--- src/rtl/trs_pkg.sv ---
package trs_pkg;
  parameter int unsigned NUM_SRC  = 8;
  parameter int unsigned SEL_W    = $clog2(NUM_SRC);
  parameter int unsigned PRE_W    = 3;
  parameter int unsigned POST_W   = 6;
  parameter int unsigned REG_W    = 32;
  parameter int unsigned ADDR_W   = 4;

  parameter int unsigned SEL_LSB  = 0;
  parameter int unsigned PRE_LSB  = 8;
  parameter int unsigned POST_LSB = 16;
  parameter int unsigned EN_BIT   = 28;

  parameter int unsigned OFF_WORD = 0;
  parameter int unsigned OFF_SET  = 4;
  parameter int unsigned OFF_CLR  = 8;

  typedef struct packed {
    logic [SEL_W-1:0]  sel;
    logic [PRE_W-1:0]  pre;
    logic [POST_W-1:0] post;
  } rootCfg_t;

  typedef struct packed {
    logic     enable;
    rootCfg_t cfg;
  } ctrlStrobe_t;

  function automatic logic [REG_W-1:0] fieldMask();
    logic [REG_W-1:0] m;
    m = '0;
    for (int i = 0; i < int'(SEL_W); i++)  m[SEL_LSB + i]  = 1'b1;
    for (int i = 0; i < int'(PRE_W); i++)  m[PRE_LSB + i]  = 1'b1;
    for (int i = 0; i < int'(POST_W); i++) m[POST_LSB + i] = 1'b1;
    m[EN_BIT] = 1'b1;
    return m;
  endfunction

  localparam logic [REG_W-1:0] FIELD_MASK = fieldMask();
endpackage

--- src/rtl/trs_ctrl.sv ---
module trs_ctrl
  import trs_pkg::*;
(
  input  logic              clk,
  input  logic              rstN,
  input  logic              regWr,
  input  logic [ADDR_W-1:0] regAddr,
  input  logic [REG_W-1:0]  regWrData,
  input  logic              periodDone,
  output logic [REG_W-1:0]  regRdData,
  output ctrlStrobe_t       ctrlOut
);
  logic [REG_W-1:0] stagedQ;
  logic [REG_W-1:0] stagedNext;
  rootCfg_t         activeQ;
  rootCfg_t         stagedCfg;
  logic             enabled;
  logic             applyNow;

  always_comb begin
    stagedNext = stagedQ;
    if (regWr) begin
      if (regAddr == ADDR_W'(OFF_WORD))
        stagedNext = regWrData & FIELD_MASK;
      else if (regAddr == ADDR_W'(OFF_SET))
        stagedNext = (stagedQ | regWrData) & FIELD_MASK;
      else if (regAddr == ADDR_W'(OFF_CLR))
        stagedNext = stagedQ & ~regWrData;
    end
  end

  assign stagedCfg.sel  = stagedQ[SEL_LSB +: SEL_W];
  assign stagedCfg.pre  = stagedQ[PRE_LSB +: PRE_W];
  assign stagedCfg.post = stagedQ[POST_LSB +: POST_W];
  assign enabled        = stagedQ[EN_BIT];
  assign applyNow       = !enabled || periodDone;

  always_ff @(posedge clk or negedge rstN) begin
    if (!rstN) begin
      stagedQ <= '0;
      activeQ <= '0;
    end else begin
      stagedQ <= stagedNext;
      if (applyNow) activeQ <= stagedCfg;
    end
  end

  assign regRdData      = stagedQ;
  assign ctrlOut.enable = enabled;
  assign ctrlOut.cfg    = activeQ;
endmodule

--- src/rtl/trs_datapath.sv ---
module trs_datapath
  import trs_pkg::*;
(
  input  logic               clk,
  input  logic               rstN,
  input  logic [NUM_SRC-1:0] srcTick,
  input  ctrlStrobe_t        ctrlIn,
  output logic               periodDone,
  output logic               tickOut
);
  logic [NUM_SRC-1:0] srcHit;
  logic               tickSel;
  logic [PRE_W-1:0]   preCntQ;
  logic [POST_W-1:0]  postCntQ;
  logic               preWrap;
  logic               postWrap;
  logic               tickQ;

  for (genvar g = 0; g < int'(NUM_SRC); g++) begin : g_srcSel
    assign srcHit[g] = srcTick[g] && (ctrlIn.cfg.sel == SEL_W'(g));
  end
  assign tickSel = |srcHit;

  assign preWrap    = tickSel && (preCntQ == ctrlIn.cfg.pre);
  assign postWrap   = preWrap && (postCntQ == ctrlIn.cfg.post);
  assign periodDone = ctrlIn.enable && postWrap;

  always_ff @(posedge clk or negedge rstN) begin
    if (!rstN) begin
      preCntQ  <= '0;
      postCntQ <= '0;
      tickQ    <= 1'b0;
    end else begin
      tickQ <= periodDone;
      if (!ctrlIn.enable) begin
        preCntQ  <= '0;
        postCntQ <= '0;
      end else if (tickSel) begin
        if (preWrap) begin
          preCntQ <= '0;
          if (postWrap) postCntQ <= '0;
          else          postCntQ <= postCntQ + 1'b1;
        end else begin
          preCntQ <= preCntQ + 1'b1;
        end
      end
    end
  end

  assign tickOut = tickQ;
endmodule

--- src/rtl/tick_root_slice.sv ---
module tick_root_slice
  import trs_pkg::*;
(
  input  logic               clk,
  input  logic               rstN,
  input  logic [NUM_SRC-1:0] srcTick,
  input  logic               regWr,
  input  logic [ADDR_W-1:0]  regAddr,
  input  logic [REG_W-1:0]   regWrData,
  output logic [REG_W-1:0]   regRdData,
  output logic               tickOut
);
  ctrlStrobe_t ctrlBus;
  logic        periodDone;

  trs_ctrl u_ctrl (
    .clk        (clk),
    .rstN       (rstN),
    .regWr      (regWr),
    .regAddr    (regAddr),
    .regWrData  (regWrData),
    .periodDone (periodDone),
    .regRdData  (regRdData),
    .ctrlOut    (ctrlBus)
  );

  trs_datapath u_dp (
    .clk        (clk),
    .rstN       (rstN),
    .srcTick    (srcTick),
    .ctrlIn     (ctrlBus),
    .periodDone (periodDone),
    .tickOut    (tickOut)
  );
endmodule

--- config.mk ---
export PLATFORM = sky130hd
export DESIGN_NAME = tick_root_slice
export DESIGN_NICKNAME = d
export VERILOG_FILES = /design/src/rtl/trs_pkg.sv /design/src/rtl/trs_ctrl.sv /design/src/rtl/trs_datapath.sv /design/src/rtl/tick_root_slice.sv
export SDC_FILE = /design/constraint.sdc
export NUM_CORES = 1
export LEC_CHECK = 0
export ABC_CLOCK_PERIOD_IN_PS = 2700
export BUFFER_PORTS_ARGS = -buffer_cell sky130_fd_sc_hd__buf_2
export CAP_MARGIN = 15
export CORE_ASPECT_RATIO = 0.9
export CORE_UTILIZATION = 44
export CTS_CLUSTER_DIAMETER = 50
export CTS_CLUSTER_SIZE = 24
export DETAILED_ROUTE_END_ITERATION = 6
export MAX_ROUTING_LAYER = met4
export PLACE_DENSITY_LB_ADDON = 0.3
export SYNTH_ARGS = -nofsm -noshare
export SYNTH_HDL_FRONTEND = slang
export SYNTH_HIERARCHICAL = 1
export SYNTH_SLANG_ARGS = --single-unit
--- constraint.sdc ---
create_clock -name clk -period 2.7 [get_ports clk]
set_clock_uncertainty 0.2 [all_clocks]
set_input_delay 0.54 -clock clk [delete_from_list [all_inputs] [get_ports clk]]
set_output_delay 0.54 -clock clk [all_outputs]
set_load 0.1 [all_outputs]
==> run summary, run 1 <==
The flow ran to the end, and the final reports show no timing, DRC or antenna violations. The sequential cells in the finished layout cover a total of 0.00135 sq mm. For the pin with the worst max-slew slack, the measured transition is 734 ps.

The post-route standard cell area excluding fillers came out at 0.00310 sq mm. The gate count of the mapped netlist came out at 203. The final setup slack of the worst path came out at 273 ps. The clock net sink count is 54.

Measured against its own limit, the worst slew margin works out to 51.1%. Across the run, the number of max-cap violations was 0. The highest ir drop seen on vdd came out at 0.367 mV. The total area of multi-input combinational cells is 0.00110 sq mm.

Once layout is complete, the cells apart from fillers number 353. The number of global-route vias before repair is 1729. Relative to the synthesized area, the layout overhead comes to 23.0%. The H-tree was split into 2 levels. Once placement finished, the instance area stood at 0.00298 sq mm.

The clock input transition at the sequential cells of the worst setup and hold paths is 100 ps. Setup repair after global routing left no endpoint under its margin. The number of antenna diodes in the final layout is 0. The starting utilization of the core area came out at 46.8%. In the layout the commonest cells are buf_2 (79), dfrtp_1 (54), nor2b_1 (22), o21a_1 (20), nor3b_1 (15). The final-stage net count is 334. The number of distinct library cell variants in the gate-level netlist after synthesis came out at 34.

The clock insertion delay at the later pin of the skew report came out at 290 ps. The floorplan has 25 rows. The pin count of the biggest net entering global routing is 35. The classification of the worst-slack hold path is in -> async. The sequential fraction of the synthesis area came out at 53.7%.

The final HPWL from detailed placement is 3760 microns. The global placer's final weighted congestion came out at 0.807. The number of endpoints failing setup at the final stage came out at 0. For this block, the via count after detailed routing is 1849. In this run the count of I/O pins placed on the die edge is 80.

The final critical path takes up 89.9% of the cycle. The largest buffer count on any clock path came out at 2. The final-report max-slew violation count came out at 0.

The achievable clock frequency is 0.412 GHz. The worst setup path category is reg -> reg. Across every metal layer, demand over resource in global routing totals 18.7%. The analysis attributes to cell leakage a power of 1.43 nW. The commonest non-fill, non-tap cell in the layout is buf_2.

The worst setup path is launched from a flip-flop. The detail-routed via count per cell is 5.24. Global routing finished with a remaining overflow of 0.

The number of flip-flops and latches in the synthesized netlist is 54. The number of routed nets with antenna violations is 0. The wire length reported by the detailed router came out at 5090 microns. The number of violations reported at the end of detailed-routing iteration 0 is 92. The number of optimization iterations in the first detailed-route pass came out at 4. Clock tree synthesis selected as its root buffer the cell clkbuf_8. The global-route wire length before repair came out at 8340 microns. The worst path needs 2430 ps of the cycle, external delays included. During placement, the flow inserted port buffers numbering 79. The initial antenna violation count is 0. The total CTS buffers came out at 5. STA classifies the critical path endpoint as a flip-flop. In the routed design, unresolved DRC markers number 0. Counting the fill cells in the layout gives 470. The power density over the cells is 693 mW/mm^2. TritonCTS built the clock tree. The final number of hold-violating endpoints is 0. The mean area per synthesized cell is 12.4 sq um. The area enclosed by the die boundary is 0.00603 sq mm.

Cells fill 57.5% of the core in the end. The average wire per cell in the routed design is 14.4 microns. The vertical extent of the die came out at 73.8 microns. Synthesis produced a netlist with a net count of 252. The area of the mapped netlist is 0.00252 sq mm. Across all hold checks on the routed design, the worst slack comes to 98.1 ps. The fraction of final layout cells with drive strength greater than 1 is 38.1%. For the worst setup path, the data required time is 2680 ps. The arrival time at the worst endpoint is 2410 ps. The core region area is 0.00538 sq mm. The width of the die came out at 81.7 microns. The number of warning messages in the yosys log came out at 6. The total placed cells including tap cells came out at 345.

The highest fanout seen on the critical path is 12. The setup slack after placement is -156 ps.
worst max-delay path, cell delays in order, from the launching register on:
cell and delay, ps:
dfrtp_1 490, mux2i_1 210, mux4_2 270, nor2_1 60, and3_1 190, nor2b_2 510
mux2_2 410
metrics by stage:
| stage | power [mW] | TNS [ps] |
|---|---|---|
| final | 2.15 | 0 |
| after global routing | 2.27 | 0 |
| after CTS | 2.17 | 0 |
| after detailed placement | 1.64 | -1740 |
| after global placement | 1.62 | -385 |
| after floorplan | 1.48 | 0 |
path summary, 6_finish.rpt:
kind                                                 startpoint                          endpoint  slack [ps]  cells past startpoint
worst max-delay path             u_ctrl/ctrlOut[11]$_DFFE_PN0P_     u_ctrl/ctrlOut[6]$_DFFE_PN0P_         270                      6
worst min-delay path                                       rstN        asynchronous set/reset pin         100                      1
worst max register to register   u_ctrl/ctrlOut[11]$_DFFE_PN0P_     u_ctrl/ctrlOut[6]$_DFFE_PN0P_         270                      6
worst min register to register  u_ctrl/regRdData[4]$_DFFE_PN0P_   u_ctrl/regRdData[4]$_DFFE_PN0P_         290                      1
max in group asynchronous                                  rstN  u_ctrl/regRdData[11]$_DFFE_PN0P_        1570                      2
min in group clk                                  regWrData[17]                         flip-flop         280                      2
what timing repair did:
action                     in CTS  in global routing
hold buffers                    0                  0
buffers inserted                0                  0
setup endpoints to repair      12                  0
resized for setup               1                  0
synthesized netlist by cell type:
cell type	n	share of area, %
dfrtp_1	54	54
nor2b_1	23	5.7
o21a_1	20	6.0
nor3b_1	15	4.5
a221o_1	13	5.2
mux2_2	12	5.4
xor2_1	6	2.1
and3_1	5	1.2
clkbuf_1	5	0.75
mux2i_1	5	2.0
nor2_1	5	0.75
a21oi_1	3	0.60
a31o_1	3	1.0
and4b_1	3	1.2
o21ai_0	3	0.60
xnor2_1	3	1.0
and2_1	2	0.50
buf_2	2	0.40
buf_4	2	0.60
buf_6	2	0.89
ha_1	2	0.99
nand2_1	2	0.30
nand3_1	2	0.40
a211oi_2	1	0.50
a21boi_1	1	0.30
a21o_4	1	0.60
mux4_2	1	0.89
nor3_1	1	0.20
nor4_1	1	0.25
o21ai_1	1	0.20
o2bb2ai_1	1	0.35
or2_1	1	0.25
or3b_1	1	0.35
or4b_1	1	0.40
where the power goes:
part           switching, mW  internal (mW)
clock network          0.249          0.277
logic                  0.354          0.251
registers              0.100          0.914
total                  0.703           1.44
area by class of cell:
cell class	instances	area share [%]
clock buffers	6	2.34
flip-flops and latches	54	43.7
well taps	67	2.71
clock inverters	2	1.21
multi-input cells	138	35.6
repair buffers	86	14.5
cells by family after synthesis:
logic type                 count (synthesis)  synth area share [%]
adders and majority gates                  2                 0.994
buffers and inverters                     11                  2.63
xor gates and xnor gates                   9                  3.13
muxes                                     18                  8.25
DFF                                       54                  53.7
AOI/OAI and AO/OA                         47                  15.3
and+or+nand+nor                           62                  16.0
metal layers:
layer	GRT usage [%]	vias to the layer above	routed length [microns]	part of all wire, %
met2	29.3	38	2460	48
met5	-	-	0	0
li1	-	909	-	-
met1	25.7	898	2410	47
met4	3.90	0	38	0.75
met3	3.11	4	182	3.6
Power figures use the tool's default switching activity.
==> run 2, diff against run 1 <==
- RECOVER_POWER: default -> 25
==> run summary, run 2 (synthesized netlist as in run 1, its figures left out) <==
The kind of start point of the critical path is a flip-flop (unchanged). The post-route clock period utilization is 89.9% (about the same). The achievable clock frequency came out at 0.412 GHz (about the same).

The initial antenna violation count is 0 (unchanged). The number of routed nets with antenna violations is 0 (unchanged). The arrival time at the worst endpoint is 2410 ps (about the same). The global-route usage over all layers is 18.7% (unchanged). The vertical extent of the die came out at 73.8 microns (unchanged). The highest ir drop seen on vdd came to 0.367 mV (about the same). The number of violations reported at the end of detailed-routing iteration 0 was 98 (was 92). The largest buffer count on any clock path was 2 (unchanged). The growth of design area from synthesis to finish is 22.8% (was 23.0%). The depth of the worst hold-timing path is 2. The highest fanout seen on the critical path came out at 12 (unchanged).

The global-route wire length before repair came out at 8340 microns (unchanged). Unrepaired setup endpoints after global routing: false (unchanged). The clock input transition at the sequential cells of the worst setup and hold paths was 100 ps (about the same).

The setup slack after placement came out at -156 ps (unchanged). The final-report max-slew violation count is 35 (was 0). The number of post-CTS setup repair buffers came out at 0 (unchanged). The final number of hold-violating endpoints is 0 (unchanged). The static power due to leakage was 1.43 nW (about the same). The width of the die is 81.7 microns (unchanged).

The required time reported for the critical path endpoint is 2680 ps (about the same). The core region area is 0.00538 sq mm (unchanged). The final-stage net count was 334 (unchanged). The final reports fail on max-capacitance violations, max-slew violations.

The number of I/O port buffers is 79 (unchanged). The clock insertion delay at the later pin of the skew report is 290 ps (about the same). The TritonCTS clock tree is done (unchanged). The power density over the cells came to 694 mW/mm^2 (was 693 mW/mm^2). The nature of the critical path endpoint is a flip-flop (unchanged). The maximum level of the CTS H-tree is 2 (unchanged). The worst reg-to-reg setup slack came out at 270 ps (about the same).

The number of rows in the core area was 25 (unchanged). The number of antenna repair diodes is 0 (unchanged). The final instance count without filler cells is 353 (unchanged).

The final HPWL from detailed placement is 3760 microns (unchanged). The average wire per cell in the routed design is 14.4 microns (about the same). The starting utilization of the core area came out at 46.8% (unchanged). The total placed cells including tap cells came out at 345 (unchanged). The root buffer cell is clkbuf_8 (unchanged).

The area enclosed by the die boundary came to 0.00603 sq mm (unchanged). The worst setup path category is reg -> reg (unchanged). The number of endpoints failing setup at the final stage is 0 (unchanged).

The minimum clock period came out at 2430 ps (about the same). The total number of vias came out at 1849 (unchanged). The I/O pin count was 80 (unchanged). The pin count of the biggest net entering global routing came to 35 (unchanged). The post-detailed-route DRC marker count is 0 (unchanged).

The global placer's final weighted congestion came out at 0.807 (unchanged). The overall overflow remaining after global route came out at 0 (unchanged). Outcome: complete, but fails checks (was finished clean). The wire length reported by the detailed router was 5090 microns (about the same). The commonest non-fill, non-tap cell in the layout is buf_2 (unchanged). The actual slew at the worst max-slew pin came out at 1750 ps (was 734 ps). The fraction of final layout cells with drive strength greater than 1 came out at 37.8% (was 38.1%).

The number of cells traversed by the worst register-to-register path is 6 (unchanged). The final setup slack of the worst path came out at 273 ps (about the same). The number of optimization iterations in the first detailed-route pass was 4 (unchanged).

The max-cap check violation count is 1 (was 0). The detail-routed via count per cell was 5.24 (unchanged). The final-layout worst hold slack is 282 ps (was 98.1 ps). The headroom to the max-slew limit is -16.5% (was 51.1%). The number of global-route vias before repair is 1729 (unchanged). The classification of the worst-slack hold path is in -> reg (was in -> async).

The total CTS buffers came out at 5 (unchanged). Most frequent cells in the layout: buf_2 (78), dfrtp_1 (54), nor2b_1 (22), o21a_1 (20), nor3b_1 (15) (was buf_2 (79), dfrtp_1 (54), nor2b_1 (22), o21a_1 (20), nor3b_1 (15)). The clock net sink count is 54 (unchanged).
run 2: cell count changes in the layout (fill, tap and decap cells not counted):
| cell | delta |
|---|---|
| buf_2 | -1 |
| buf_4 | -1 |
| clkbuf_1 | +1 |
| clkbuf_2 | +1 |
run 2: layer usage:
metal	global-route usage, %	part of all wire, %	up-vias
li1	-	-	909
met1	25.7	48	900
met2	29.3	48	36
met3	3.11	3.4	4
met4	3.90	0.75	0
met5	-	0	-
run 2: area by class of cell:
| cell class | count | area [sq um] |
|---|---|---|
| clock buffers | 6 | 72.6 |
| multi-input cells | 138 | 1100 |
| flip-flops and latches | 54 | 1350 |
| repair buffers | 86 | 444 |
| fillers | 471 | 2290 |
| well taps | 67 | 83.8 |
| clock inverters | 2 | 37.5 |
run 2: through the flow:
step	power, mW	instance area [sq um]	setup TNS, ps	utilization (%)
finish	2.15	3090	0	57.5
global route	2.27	3090	0	57.5
CTS	2.17	3100	0	57.5
floorplan	1.48	2520	0	-
global placement	1.62	2980	-385	55.4
detailed placement	1.64	2980	-1740	55.4
run 2: worst max-delay path, cell delays in order, from the launching register on:
cell and delay (ps):
dfrtp_1 490, mux2i_1 210, mux4_2 270, nor2_1 60
and3_1 190, nor2b_2 510, mux2_2 410
run 2: worst paths after layout:
check                                           startpoint                         endpoint
max                         u_ctrl/ctrlOut[11]$_DFFE_PN0P_    u_ctrl/ctrlOut[6]$_DFFE_PN0P_
min                                          regWrData[18]                        flip-flop
max reg2reg                 u_ctrl/ctrlOut[11]$_DFFE_PN0P_    u_ctrl/ctrlOut[6]$_DFFE_PN0P_
min reg2reg                u_ctrl/regRdData[4]$_DFFE_PN0P_  u_ctrl/regRdData[4]$_DFFE_PN0P_
max in group asynchronous                             rstN       asynchronous set/reset pin
min in group asynchronous                             rstN       asynchronous set/reset pin
run 2: what timing repair did:
| item | CTS | global route |
|---|---|---|
| hold buffers | 0 | 0 |
| resized for setup | 1 | 0 |
| setup endpoints to repair | 12 | 0 |
run 2: report_power, final:
part | switching (mW) | internal (mW) | leakage [nW]
Clock | 0.249 | 0.277 | 0.0514
Combinational | 0.354 | 0.251 | 0.735
Sequential | 0.100 | 0.914 | 0.645
Total | 0.703 | 1.44 | 1.43
